<file path="config.mk">
export PLATFORM = sky130hd
export DESIGN_NAME = mmc_host_if
export DESIGN_NICKNAME = d
export VERILOG_FILES = /design/src/rtl/mmc_pkg.sv /design/src/rtl/mmc_operand_bank.sv /design/src/rtl/mmc_ctrl.sv /design/src/rtl/mmc_result_rd.sv /design/src/rtl/mmc_host_if.sv
export SDC_FILE = /design/constraint.sdc
export NUM_CORES = 1
export LEC_CHECK = 0
export BUFFER_PORTS_ARGS = -buffer_cell sky130_fd_sc_hd__buf_2
export CORE_UTILIZATION = 35
export DETAILED_ROUTE_END_ITERATION = 10
export MAX_ROUTING_LAYER = met4
export PLACE_DENSITY = 0.62
export SYNTH_ARGS = -nofsm -noshare
export SYNTH_HDL_FRONTEND = slang
export SYNTH_SLANG_ARGS = --single-unit
</file>
<file path="constraint.sdc">
create_clock -name clk -period 5.5 [get_ports clk]
set_input_delay 1.65 -clock clk [delete_from_list [all_inputs] [get_ports clk]]
set_output_delay 1.65 -clock clk [all_outputs]
set_load 0.02 [all_outputs]
</file>
<file path="src/rtl/mmc_pkg.sv">
package mmc_pkg;
  typedef enum logic [1:0] {
    RGN_X   = 2'd0,
    RGN_Y   = 2'd1,
    RGN_M   = 2'd2,
    RGN_CSR = 2'd3
  } region_e;

  localparam int CTL_RUN_BIT  = 0;
  localparam int CTL_SQR_BIT  = 1;
  localparam int STS_BUSY_BIT = 0;
  localparam int STS_IRQ_BIT  = 1;
  localparam int STS_MODE_BIT = 2;
  localparam int N_OPERANDS   = 3;
endpackage

</file>
<file path="src/rtl/mmc_operand_bank.sv">
module mmc_operand_bank #(
  parameter int HOST_W = 32,
  parameter int WORDS  = 4,
  localparam int IDX_W = $clog2(WORDS)
) (
  input  logic                      clk,
  input  logic                      wr_en,
  input  logic [IDX_W-1:0]          wr_idx,
  input  logic [HOST_W-1:0]         wr_data,
  output logic [HOST_W*WORDS-1:0]   value
);
  logic [HOST_W-1:0] mem [WORDS];

  always_ff @(posedge clk) begin
    if (wr_en) mem[wr_idx] <= wr_data;
  end

  for (genvar w = 0; w < WORDS; w++) begin : g_word
    assign value[w*HOST_W +: HOST_W] = mem[w];
  end
endmodule

</file>
<file path="src/rtl/mmc_ctrl.sv">
module mmc_ctrl (
  input  logic clk,
  input  logic rst,
  input  logic ctl_wr,
  input  logic ctl_run,
  input  logic ctl_sqr,
  input  logic opnd_wr_req,
  input  logic eng_done,
  input  logic irq_clear_rd,
  output logic start_cond,
  output logic opnd_wr_ok,
  output logic start_q,
  output logic square_q,
  output logic active_q,
  output logic irq_q,
  output logic busy
);
  logic run_q;
  logic wr_pend_q;

  assign start_cond = ctl_wr & ctl_run & ~run_q & ~active_q;
  assign opnd_wr_ok = opnd_wr_req & ~active_q;
  assign busy       = active_q | wr_pend_q;

  always_ff @(posedge clk) begin
    if (rst) begin
      run_q     <= 1'b0;
      square_q  <= 1'b0;
      start_q   <= 1'b0;
      active_q  <= 1'b0;
      irq_q     <= 1'b0;
      wr_pend_q <= 1'b0;
    end else begin
      if (ctl_wr) run_q <= ctl_run;
      if (ctl_wr && !active_q) square_q <= ctl_sqr;
      start_q   <= start_cond;
      wr_pend_q <= opnd_wr_ok;
      if (start_cond) active_q <= 1'b1;
      else if (eng_done) active_q <= 1'b0;
      if (eng_done && active_q) irq_q <= 1'b1;
      else if (irq_clear_rd) irq_q <= 1'b0;
    end
  end
endmodule

</file>
<file path="src/rtl/mmc_result_rd.sv">
module mmc_result_rd #(
  parameter int HOST_W = 32,
  parameter int WORDS  = 4,
  localparam int IDX_W = $clog2(WORDS),
  localparam int OP_W  = HOST_W * WORDS
) (
  input  logic              clk,
  input  logic              rst,
  input  logic              capture,
  input  logic [OP_W-1:0]   result,
  input  logic              rd_en,
  input  logic              rd_csr,
  input  logic [IDX_W-1:0]  rd_idx,
  input  logic [HOST_W-1:0] status_word,
  output logic [HOST_W-1:0] rdata_q
);
  logic [OP_W-1:0] s_q;

  always_ff @(posedge clk) begin
    if (rst) begin
      s_q     <= '0;
      rdata_q <= '0;
    end else begin
      if (capture) s_q <= result;
      if (rd_en) rdata_q <= rd_csr ? status_word : s_q[rd_idx*HOST_W +: HOST_W];
    end
  end
endmodule

</file>
<file path="src/rtl/mmc_host_if.sv">
module mmc_host_if #(
  parameter int HOST_W = 32,
  parameter int WORDS  = 4,
  localparam int IDX_W  = $clog2(WORDS),
  localparam int ADDR_W = IDX_W + 2,
  localparam int OP_W   = HOST_W * WORDS
) (
  input  logic              clk,
  input  logic              rst,
  input  logic              bus_cs,
  input  logic              bus_we,
  input  logic [ADDR_W-1:0] bus_addr,
  input  logic [HOST_W-1:0] bus_wdata,
  output logic [HOST_W-1:0] bus_rdata,
  output logic              irq,
  output logic              eng_start,
  output logic              eng_square,
  output logic [OP_W-1:0]   eng_op_a,
  output logic [OP_W-1:0]   eng_op_b,
  output logic [OP_W-1:0]   eng_mod,
  input  logic              eng_done,
  input  logic [OP_W-1:0]   eng_result
);
  import mmc_pkg::*;

  region_e          region;
  logic [IDX_W-1:0] idx;
  logic             wr_cyc, rd_cyc, is_csr;
  logic             start_cond, opnd_wr_ok, active_w, busy_w, square_w, irq_w;
  logic [OP_W-1:0]  opnd [N_OPERANDS];
  logic [OP_W-1:0]  op_a_q, op_b_q, mod_q;
  logic [HOST_W-1:0] status_word;

  assign region = region_e'(bus_addr[ADDR_W-1 -: 2]);
  assign idx    = bus_addr[IDX_W-1:0];
  assign wr_cyc = bus_cs & bus_we;
  assign rd_cyc = bus_cs & ~bus_we;
  assign is_csr = (region == RGN_CSR);

  for (genvar g = 0; g < N_OPERANDS; g++) begin : g_bank
    mmc_operand_bank #(.HOST_W(HOST_W), .WORDS(WORDS)) bank_i (
      .clk     (clk),
      .wr_en   (opnd_wr_ok && (region == region_e'(g))),
      .wr_idx  (idx),
      .wr_data (bus_wdata),
      .value   (opnd[g])
    );
  end

  mmc_ctrl ctrl_i (
    .clk          (clk),
    .rst          (rst),
    .ctl_wr       (wr_cyc & is_csr),
    .ctl_run      (bus_wdata[CTL_RUN_BIT]),
    .ctl_sqr      (bus_wdata[CTL_SQR_BIT]),
    .opnd_wr_req  (wr_cyc & ~is_csr),
    .eng_done     (eng_done),
    .irq_clear_rd (rd_cyc && !is_csr && (idx == IDX_W'(WORDS-1))),
    .start_cond   (start_cond),
    .opnd_wr_ok   (opnd_wr_ok),
    .start_q      (eng_start),
    .square_q     (square_w),
    .active_q     (active_w),
    .irq_q        (irq_w),
    .busy         (busy_w)
  );

  always_comb begin
    status_word               = '0;
    status_word[STS_BUSY_BIT] = busy_w;
    status_word[STS_IRQ_BIT]  = irq_w;
    status_word[STS_MODE_BIT] = square_w;
  end

  mmc_result_rd #(.HOST_W(HOST_W), .WORDS(WORDS)) rd_i (
    .clk         (clk),
    .rst         (rst),
    .capture     (eng_done & active_w),
    .result      (eng_result),
    .rd_en       (rd_cyc),
    .rd_csr      (is_csr),
    .rd_idx      (idx),
    .status_word (status_word),
    .rdata_q     (bus_rdata)
  );

  always_ff @(posedge clk) begin
    if (rst) begin
      op_a_q <= '0;
      op_b_q <= '0;
      mod_q  <= '0;
    end else if (start_cond) begin
      op_a_q <= bus_wdata[CTL_SQR_BIT] ? opnd[RGN_Y] : opnd[RGN_X];
      op_b_q <= opnd[RGN_Y];
      mod_q  <= opnd[RGN_M];
    end
  end

  assign eng_op_a   = op_a_q;
  assign eng_op_b   = op_b_q;
  assign eng_mod    = mod_q;
  assign eng_square = square_w;
  assign irq        = irq_w;
endmodule

</file>
# After elaboration in Yosys (flattened, before gate mapping)
# Memory sizes are Yosys's and may differ from the RTL's. A register that Yosys moved wholly into a read port is not among the register bits.
# Cells that the tools add are included.
[totals]
n_memories = 3
in_bits = 169
out_inout_bits = 419
ram_bits = 384
ff_bits = 422
word_cells = 56
[memory_table]
columns = ["memory", "depth", "width", "rd", "rd_ports_with_merged_regs", "wr", "line", "rtl"]
rows = [
  ["g_bank[0].bank_i.mem", 4, 32, 4, 0, 1, "mmc_operand_bank.sv:12", "logic [HOST_W-1:0] mem [WORDS];"],
  ["g_bank[1].bank_i.mem", 4, 32, 4, 0, 1, "mmc_operand_bank.sv:12", ""],
  ["g_bank[2].bank_i.mem", 4, 32, 4, 4, 1, "mmc_operand_bank.sv:12", ""],
]
[op_classes]
mux = 12
n_reduce_logical = 12
shifts = 1
bitwise_logic = 14
eq_ne = 4
[ops]
columns = ["operator", "n"]
rows = [
  ["128-bit two-way mux", 1],
  ["128-bit by 8-bit indexed part select with 32-bit output", 1],
  ["32-bit two-way mux", 1],
  ["1-bit two-way mux", 10],
  ["1-bit bitwise AND", 9],
  ["1-bit logical AND", 7],
  ["2-bit equality test (second input constant)", 3],
  ["1-bit NOT", 4],
  ["2-bit nonzero test", 2],
  ["2-bit by 1-bit equality test with 1-bit output (second input constant)", 1],
  ["1-bit logical NOT", 2],
  ["2-bit logical NOT", 1],
  ["1-bit bitwise OR", 1],
]

# Depth between registers and ports, before layout
# Gate-level depths: netlist of run 1.
[depth]
ltp_word = 7
ltp_mapped = 6
ltp_nobuf = 3

# By module
# From an unflattened synthesis of run 1, not the netlist that was laid out.
[hier_totals]
hier_cells = 2458
hier_area_um2 = 33414.5
[modules_own_cells]
columns = ["module", "n_inst", "seq_area_each_um2", "cells_per_inst", "area_each_um2"]
rows = [
  ["mmc_host_if", 1, 7687.4, 1406, 14790.4],
  ["mmc_operand_bank", 3, 3843.7, 132, 3881.2],
  ["mmc_result_rd", 1, 3203.1, 634, 6751.5],
  ["mmc_ctrl", 1, 120.1, 22, 229.0],
]

# Least setup slack after synthesis of run 1
# No wires, ideal clock.
[synth_timing]
kind = "input -> register"
startpoint = "in bus_addr[1]"
endpoint = "mem g_bank[0].bank_i.mem[0][0], enable pin"
t_required_ns = 5.039
setup_slack_ns = 0.693
arrival_ns = 4.346
path_stages = 3
cell_sequence = "clkbuf_1 -> clkbuf_1 -> nor3_1"
[synth_rtl]
columns = ["element", "line", "rtl"]
rows = [
  ["start: declaration", "mmc_host_if.sv:12", "input logic [ADDR_W-1:0] bus_addr,"],
  ["end: declaration", "mmc_operand_bank.sv:12", ""],
]
# Straight into the memory's write port.

# Worst setup path after layout of run 1
[layout_timing]
startpoint = "in bus_cs"
endpoint = "mem g_bank[2].bank_i.mem[2][21], enable pin"
[layout_between]
elab_chain_cells = 6
[layout_lines]
columns = ["element", "line", "rtl"]
rows = [
  ["start: declaration", "mmc_host_if.sv:10", "input logic bus_cs,"],
  ["1-bit bitwise AND", "mmc_host_if.sv:36", "assign wr_cyc = bus_cs & bus_we;"],
  ["1-bit bitwise AND", "mmc_host_if.sv:56", ".opnd_wr_req (wr_cyc & ~is_csr),"],
  ["1-bit bitwise AND", "mmc_ctrl.sv:22", "assign opnd_wr_ok = opnd_wr_req & ~active_q;"],
  ["1-bit logical AND", "mmc_host_if.sv:43", ".wr_en (opnd_wr_ok && (region == region_e'(g))),"],
  ["1-bit two-way mux", "mmc_operand_bank.sv:15", "if (wr_en) mem[wr_idx] <= wr_data;"],
  ["1-bit two-way mux (implied by the code)", "mmc_operand_bank.sv:15", ""],
  ["end: declaration", "mmc_operand_bank.sv:12", ""],
]
# No other way between the ends.

==> qor.csv, run 1 <==
metric,value,unit
status,completed,
grt_pass1_vias,22170,
synth_cells,2921,
drt_first_pass_iters,5,
vias,23210,
grt_start_max_net_pins,143,
h-tree-depth,3,
worstSetupStartpointType,primary input,
drt_iter0_markers,1642,
fp.coreArea,98420,um^2
ctsResizeCount,0,
synth_top_flop_cell,dfxtp_1,
hpwl,66330,um
power_density,347.8,nW/um^2
hold_violations,0,
irDropWorstVdd,260.6,uV
synth.distinct_cells,34,
hold_depth,2,
path_clk_slew,0.06,ns
reg2reg_depth,4,
p_leak,16.88,nW
cts_buffer_depth,3,
setup_violations,0,
clock-skew-final,0.02062,ns
vias_per_cell,4.798,
grt_setup_unrepaired,false,
initial_utilization,0.3534,
async_flop_share,0,
die_h,317.2,um
cts.sinks,934,
worst_slew_pin_slew,1.236,ns
gr-total-overflow,0,
pre_cts_ws,1.475,ns
die_w,317.2,um
post_cts_buffers,0,
period_share,0.6012,
holdWs,0.4493,ns
nets,3618,
placementRows,115,
hold_class,flop to flop,
ys_seq_area_frac,0.6481,
syn_to_final_growth,21.61,%
cp_slowest_stage_delay,0.98,ns
cp_slowest_cell,nor2_4,
drc_errors,0,
fin_ws,2.193,ns
final_common_cell,nand2_1,
dieArea,100600,um^2
io_pins,588,
layout_common_cells,"917 x nand2_1, 585 x buf_2, 550 x dfxtp_1",
routed_wl,102800,um
antenna_found_initial,14,
synth-seq-cells,934,
ant_nets,0,
syn_avg_cell_area,11.91,um^2
globalRouteTotalUtil,0.2051,
crit_chain,buf_2 > and3b_1 > nand3b_1 > nor2_4 > buf_4,
gp_congestion,0.7944,
drive_above_1_share,0.2708,
crit_arrival,3.68,ns
cts_tree,yes,
place_area,38990,um^2
fin_crit,3.307,ns
synth_fp_nets,3090,
path_class,primary input to flop,
grt_pass1_wl,146300,um
critPathMaxFanout,26,
ys_top_cells_by_area,"edfxtp_1 33%, dfxtp_1 32%, mux2i_1 11%",
cts_buffers,100,
clk_latency,0.68,ns
drv_cap,0,
synth_enable_flop_cells,384,
final_area,42300,um^2
tns,0,ns
yosys_warnings,0,
cp-end-kind,flop,
synth_top_area_cell,edfxtp_1,
cts_root_buffer,clkbuf_16,
yosysTopAreaCellShare,0.3315,
port-buffer-count,587,
required,5.87,ns
slew_violations,0,
synth_area,34780,um^2
holdBufCountCts,0,
post_drt_wl_per_cell,21.26,um
fmax,302.4,MHz
slew_headroom,0.1763,
[routing by layer]
metal	up-vias	GRT usage	wire (um)
li1	11060	-	-
met1	11270	0.2599	43670
met2	762	0.3175	47530
met3	113	0.05472	9206
met4	0	0.06601	2417
met5	-	-	0
[synthesized netlist by cell type, types with 5 or more instances]
master,instances
nand2_1,918
nor2_1,14
a21oi_1,135
nor3_1,5
buf_2,31
dfxtp_1,550
buf_1,9
mux2_2,131
clkbuf_1,147
nand2b_1,112
buf_6,11
edfxtp_1,384
mux4_2,29
mux2i_1,386
a22o_1,29
[worst max-delay path, delay by kind of cell]
kind	cells	cell delay (ns)
simple gates	3	1.56
buf+inv	2	0.45
[logic make-up (layout without fill, tap and decap cells)]
group                  Yosys count  in the layout  share of synthesized area
and+or+nand+nor               1062           1062                     0.1245
DFF                            934            934                     0.6481
muxes                          547            547                     0.1726
buffers and inverters          203            816                    0.02572
AOI/OAI and AO/OA              175            175                    0.02910
other                            0             15                          0
[through the flow]
stage                 util  total power, W  std cells
finish              0.4298         0.01471       4836
global route        0.4295         0.01523       4825
CTS                 0.4294         0.01488       4821
detailed placement  0.3961        0.008140       4634
global placement    0.3961        0.008136       4634
floorplan                -        0.007812       2921
[worst paths after layout]
path	start	end	slack, ns
worst max-delay path	bus_cs	g_bank[2].bank_i.mem[2][21]	2.19
worst min-delay path	rd_i.s_q[83]	rd_i.s_q[83]	0.45
worst max register to register	ctrl_i.active_q	g_bank[2].bank_i.mem[2][21]	2.87
worst min register to register	rd_i.s_q[83]	rd_i.s_q[83]	0.45
[flip-flops by register name (all words and copies together) (netlist names), 32 cells and up]
| signal | count |
|---|---|
| eng_mod | 128 |
| eng_op_a | 128 |
| eng_op_b | 128 |
| g_bank.bank_i.mem | 384 |
| rd_i.rdata_q | 32 |
| rd_i.s_q | 128 |
[final cells by class]
cell class	instances	area [um^2]
Antenna cell	15	37.54
Inverter	2	15.01
Tap cell	1287	1610
Fill cell	9305	56120
Sequential cell	934	22540
Clock buffer	132	2735
Timing Repair Buffer	627	3363
Clock inverter	55	535.5
Multi-Input combinational cell	1784	11460
[where the power goes]
| part | internal [W] | switching, W |
|---|---|---|
| Clock | 0.00392 | 0.00281 |
| Sequential | 0.00728 | 0.0000351 |
| Combinational | 0.000209 | 0.000456 |
| Total | 0.0114 | 0.00330 |
No activity file was read; power rests on OpenSTA's default activity.
==> run 2: changes to the inputs <==
- ABC_AREA: unset -> 1
- PLACE_DENSITY: 0.62 -> 0.64
- clock period: 5.5 -> 2.8 ns (I/O delays scaled with it)
==> run 2 against run 1 <==
  * Critical path type is now flop to output pin
  * Largest cell class unchanged
  * Synthesized area is 0.39% lower
  * Final area is 0.64% higher
  * Combinational power rose by 110%
  * Count of clock-buffer cells in the layout rose by 12
==> qor.csv, run 2 <==
metric,value,unit
hold_violations,0,
post_cts_buffers,0,
ctsResizeCount,0,
worst_slew_pin_slew,0.7159,ns
largest_reg_flops,384,
hold_depth,3,
worst-path-buf-inv,1,
slew_headroom,0.5228,
ant_nets,0,
yosys-top-cells-count,"868 x nand2_1, 550 x dfxtp_1, 548 x a21oi_1",
syn_to_final_growth,22.86,%
grt_pass1_wl,161300,um
layout_common_cells,"867 x nand2_1, 585 x buf_2, 550 x dfxtp_1",
synth_top_flop_cell,dfxtp_1,
synth-simple-area-share,0.1905,
die_h,316.6,um
cp_slowest_cell,dfxtp_1,
initial_utilization,0.3525,
die_w,316.6,um
drive_above_1_share,0.2143,
period_share,0.7828,
port-buffer-count,587,
gr-total-overflow,0,
vias,27880,
p_leak,15.93,nW
drt_iter0_markers,2993,
crit_chain,buf_2,
clock-skew-final,0.01951,ns
routed_wl,112300,um
clk_latency,0.66,ns
slew_violations,0,
reg2reg_depth,7,
fmax,456.3,MHz
top_register,g_bank.bank_i.mem,
grt_pass1_vias,25530,
dieArea,100300,um^2
h-tree-depth,3,
critPathMaxFanout,3,
cts_tree,yes,
antenna_found_initial,22,
crit_arrival,1.35,ns
power_density,684.6,nW/um^2
synth_top_area_cell,edfxtp_1,
final_common_cell,nand2_1,
nets,4145,
fp.coreArea,98280,um^2
place_area,39190,um^2
status,completed,
required,1.96,ns
holdWs,0.4193,ns
final_area,42570,um^2
grt_start_max_net_pins,147,
synth_cells,3498,
multi_input_area,10090,um^2
path_clk_slew,0.06,ns
synth-compound-area-share,0.09801,
fin_crit,2.192,ns
hpwl,72780,um
synth_enable_flop_cells,384,
synth.distinct_cells,25,
synth_area,34650,um^2
yosysTopAreaCellShare,0.3328,
grt_setup_unrepaired,false,
irDropWorstVdd,436.0,uV
synth-seq-cells,934,
syn_avg_cell_area,9.904,um^2
drc_errors,0,
post_drt_wl_per_cell,20.96,um
path_class,flop to output pin,
globalRouteTotalUtil,0.2225,
seq_area,22540,um^2
io_pins,588,
gp_congestion,0.8587,
synth_top_family_by_area,simple AND/OR/NAND/NOR gates,
cellInternalPower,0.02256,W
power_switching,0.006577,W
dp.cells,5163,
hold_class,primary input to flop,
drv_cap,0,
synth_fa_ha_area_frac,0,
async_flop_share,0,
synth_fp_nets,3667,
fill_cells,9380,
vias_per_cell,5.203,
fin_cells,5358,
placementRows,115,
setup_violations,0,
yosysMostFrequentCell,nand2_1,
yosys_warnings,0,
cts.sinks,934,
p_clk_frac,0.461,
seqPwrFrac,0.492,
power,0.02914,W
synth.area.mux_share,0,
holdBufCountCts,0,
cp-end-kind,output pin,
cts_buffers,98,
comb_power_share,0.047,
ys_seq_area_frac,0.6506,
path_delay_family,flip-flops,
cp_slowest_stage_delay,0.47,ns
netSwitchingFraction,0.2257,
worstSetupStartpointType,flop,
tns,0,ns
ys_top_cells_by_area,"edfxtp_1 33%, dfxtp_1 32%, nand2_1 9.4%",
cts_buffer_depth,3,
drt_first_pass_iters,6,
cts_root_buffer,clkbuf_16,
worstSetupPathDepth,1,
synth-xor-area-share,0,
run 2: cell families (layout without fill, tap and decap cells):
logic type,count (synthesis),in the layout
compound gates,678,678
buf+inv,456,1018
flops,934,934
other cells,0,11
simple gates,1430,1430
run 2: layout make-up:
cell class,instances,area share
tap,1287,0.03783
timing repair buffer,697,0.1039
antenna,11,0.0006467
multi-input combinational,2108,0.2372
inverter,137,0.01229
sequential,934,0.5296
clock inverter,40,0.01146
clock buffer,144,0.06720
run 2: worst paths after layout:
| path | slack, ns | endpoint | from |
|---|---|---|---|
| worst max register to register | 0.76 | g_bank[1].bank_i.mem[3][31] | ctrl_i.active_q |
| worst max-delay path | 0.61 | eng_square | ctrl_i.square_q |
| worst min-delay path | 0.42 | rd_i.s_q[89] | eng_result[89] |
| worst min register to register | 0.46 | eng_mod[47] | eng_mod[47] |
run 2: metal layers:
metal | GRT usage | vias to the layer above | share of wire
li1 | - | 13210 | -
met2 | 0.3337 | 1191 | 0.45
met3 | 0.05213 | 205 | 0.094
met1 | 0.2895 | 13270 | 0.42
met4 | 0.08851 | 0 | 0.038
met5 | - | - | 0
run 2: power groups by stage:
| stage | combinational, W | sequential (W) | clock, W |
|---|---|---|---|
| floorplan | 0.000598 | 0.0147 | 0 |
| global placement | 0.00137 | 0.0146 | 0 |
| detailed placement | 0.00138 | 0.0146 | 0 |
| CTS | 0.00139 | 0.0143 | 0.0136 |
| global route | 0.00148 | 0.0143 | 0.0142 |
| finish | 0.00138 | 0.0143 | 0.0134 |
run 2: through the flow:
| stage | util | setup WS (ns) |
|---|---|---|
| CTS | 0.4328 | 0.5087 |
| floorplan | - | -0.5026 |
| finish | 0.4331 | 0.6082 |
| global placement | 0.3988 | -0.1109 |
| global route | 0.4330 | 0.5174 |
| detailed placement | 0.3988 | 0.01743 |
==> run 3: changes to the inputs <==
- PLACE_DENSITY: 0.64 -> 0.62
- clock period: 2.8 -> 2.28 ns (I/O delays scaled with it)
==> run 3 against run 2 <==
  * Core utilization up 0.17 points
  * Worst hold slack worse by 0.17 ns
  * Count of clock-buffer cells in the layout unchanged
  * Cell count about the same
  * Sequential cell count unchanged
  * Final area up 0.40%
  * Highest routed layer unchanged
==> qor.csv, run 3 (synthesis results as in run 2) <==
metric,value,unit
status,completed,
hold_violations,0,
crit_chain,buf_2,
holdWs,0.2515,ns
path_clk_slew,0.06,ns
setup_violations,0,
clock-skew-final,0.02414,ns
worst-path-buf-inv,1,
hold_class,primary input to flop,
vias_per_cell,5.239,
hpwl,74520,um
h-tree-depth,3,
dieArea,100300,um^2
ant_nets,0,
pre_cts_ws,-0.3004,ns
clk_latency,0.67,ns
final_area,42730,um^2
fmax,489.5,MHz
layout_common_cells,"865 x nand2_1, 585 x buf_2, 550 x dfxtp_1",
fp.coreArea,98280,um^2
port-buffer-count,587,
final_common_cell,nand2_1,
path_class,flop to output pin,
utilization,0.4348,
grt_start_max_net_pins,149,
io_pins,588,
ctsResizeCount,0,
cts_root_buffer,clkbuf_16,
routed_wl,114400,um
fin_crit,2.043,ns
crit_arrival,1.36,ns
power_density,833.0,nW/um^2
cp_slowest_stage_delay,0.47,ns
placementRows,115,
gr-total-overflow,0,
drt_first_pass_iters,5,
cts_buffer_depth,3,
holdBufCountCts,0,
cts.sinks,934,
post_drt_wl_per_cell,21.35,um
drive_above_1_share,0.2179,
drt_iter0_markers,2585,
drc_errors,0,
slew_headroom,0.5019,
globalRouteTotalUtil,0.2261,
top_register,g_bank.bank_i.mem,
antenna_found_initial,9,
cts_tree,yes,
worst_slew_pin_slew,0.7471,ns
initial_utilization,0.3525,
p_leak,16.00,nW
critPathMaxFanout,3,
vias,28060,
required,1.60,ns
cp-end-kind,output pin,
post_cts_buffers,0,
syn_to_final_growth,23.35,%
fin_ws,0.2372,ns
die_h,316.6,um
cts_buffers,98,
drv_cap,0,
hold_depth,3,
gp_congestion,0.8350,
worstSetupStartpointType,flop,
nets,4150,
fill_cells,9420,
worstSetupPathDepth,1,
grt_pass1_vias,25460,
period_share,0.8959,
place_area,39410,um^2
grt_setup_unrepaired,false,
cp_slowest_cell,dfxtp_1,
reg2reg_depth,7,
grt_pass1_wl,164300,um
largest_reg_flops,384,
die_w,316.6,um
slew_violations,0,
irDropWorstVdd,551.9,uV
path_delay_family,flip-flops,
[run 3: cell type report]
cell class	count	area, um^2	share of cell area
Multi-Input combinational cell	2108	10110	0.2367
Inverter	137	523.0	0.01224
Clock buffer	144	2851	0.06673
Clock inverter	41	466.7	0.01092
Timing Repair Buffer	702	4621	0.1081
Antenna cell	3	7.507	0.0001757
Sequential cell	934	22540	0.5275
Tap cell	1287	1610	0.03768
[run 3: worst register-to-register path: stages (launching register included)]
cell and delay, ns:
dfxtp_1 0.33, nor3_2 0.23, buf_4 0.15, inv_1 0.04, nor2_1 0.16, nand2_2 0.22
nor2_4 0.20, buf_12 0.24
[run 3: worst paths after layout]
kind                        start                    endpoint  slack (ns)
setup / recovery  ctrl_i.square_q                  eng_square        0.24
hold reg to reg      eng_op_b[41]                eng_op_b[41]        0.46
setup reg to reg  ctrl_i.active_q  g_bank[1].bank_i.mem[3][5]        0.38
hold / removal     eng_result[90]                rd_i.s_q[90]        0.25
[run 3: routing by layer]
layer  up-vias  GRT usage  wire [um]  share of wire
met3       154    0.05213      10210          0.089
met1     13480     0.2998      48910           0.43
met4         0    0.07539       3195          0.028
li1      13220          -          -              -
met2      1211     0.3395      52040           0.46
met5         -          -          0              0
[run 3: power by group]
part	internal [W]	switching, W	leakage [nW]	total [W]
combinational	0.000459	0.00127	6.48	0.00172
clock	0.00943	0.00684	1.62	0.0163
sequential	0.0175	0.0000789	7.89	0.0176
total	0.0274	0.00819	16.0	0.0356
[run 3: through the flow]
stage	std cells	power, W	setup TNS, ns
after floorplan	3498	0.01878	0
after global placement	5168	0.01969	-88.58
after detailed placement	5168	0.01969	-53.19
after CTS	5353	0.03588	0
after global routing	5356	0.03671	0
final	5356	0.03560	0
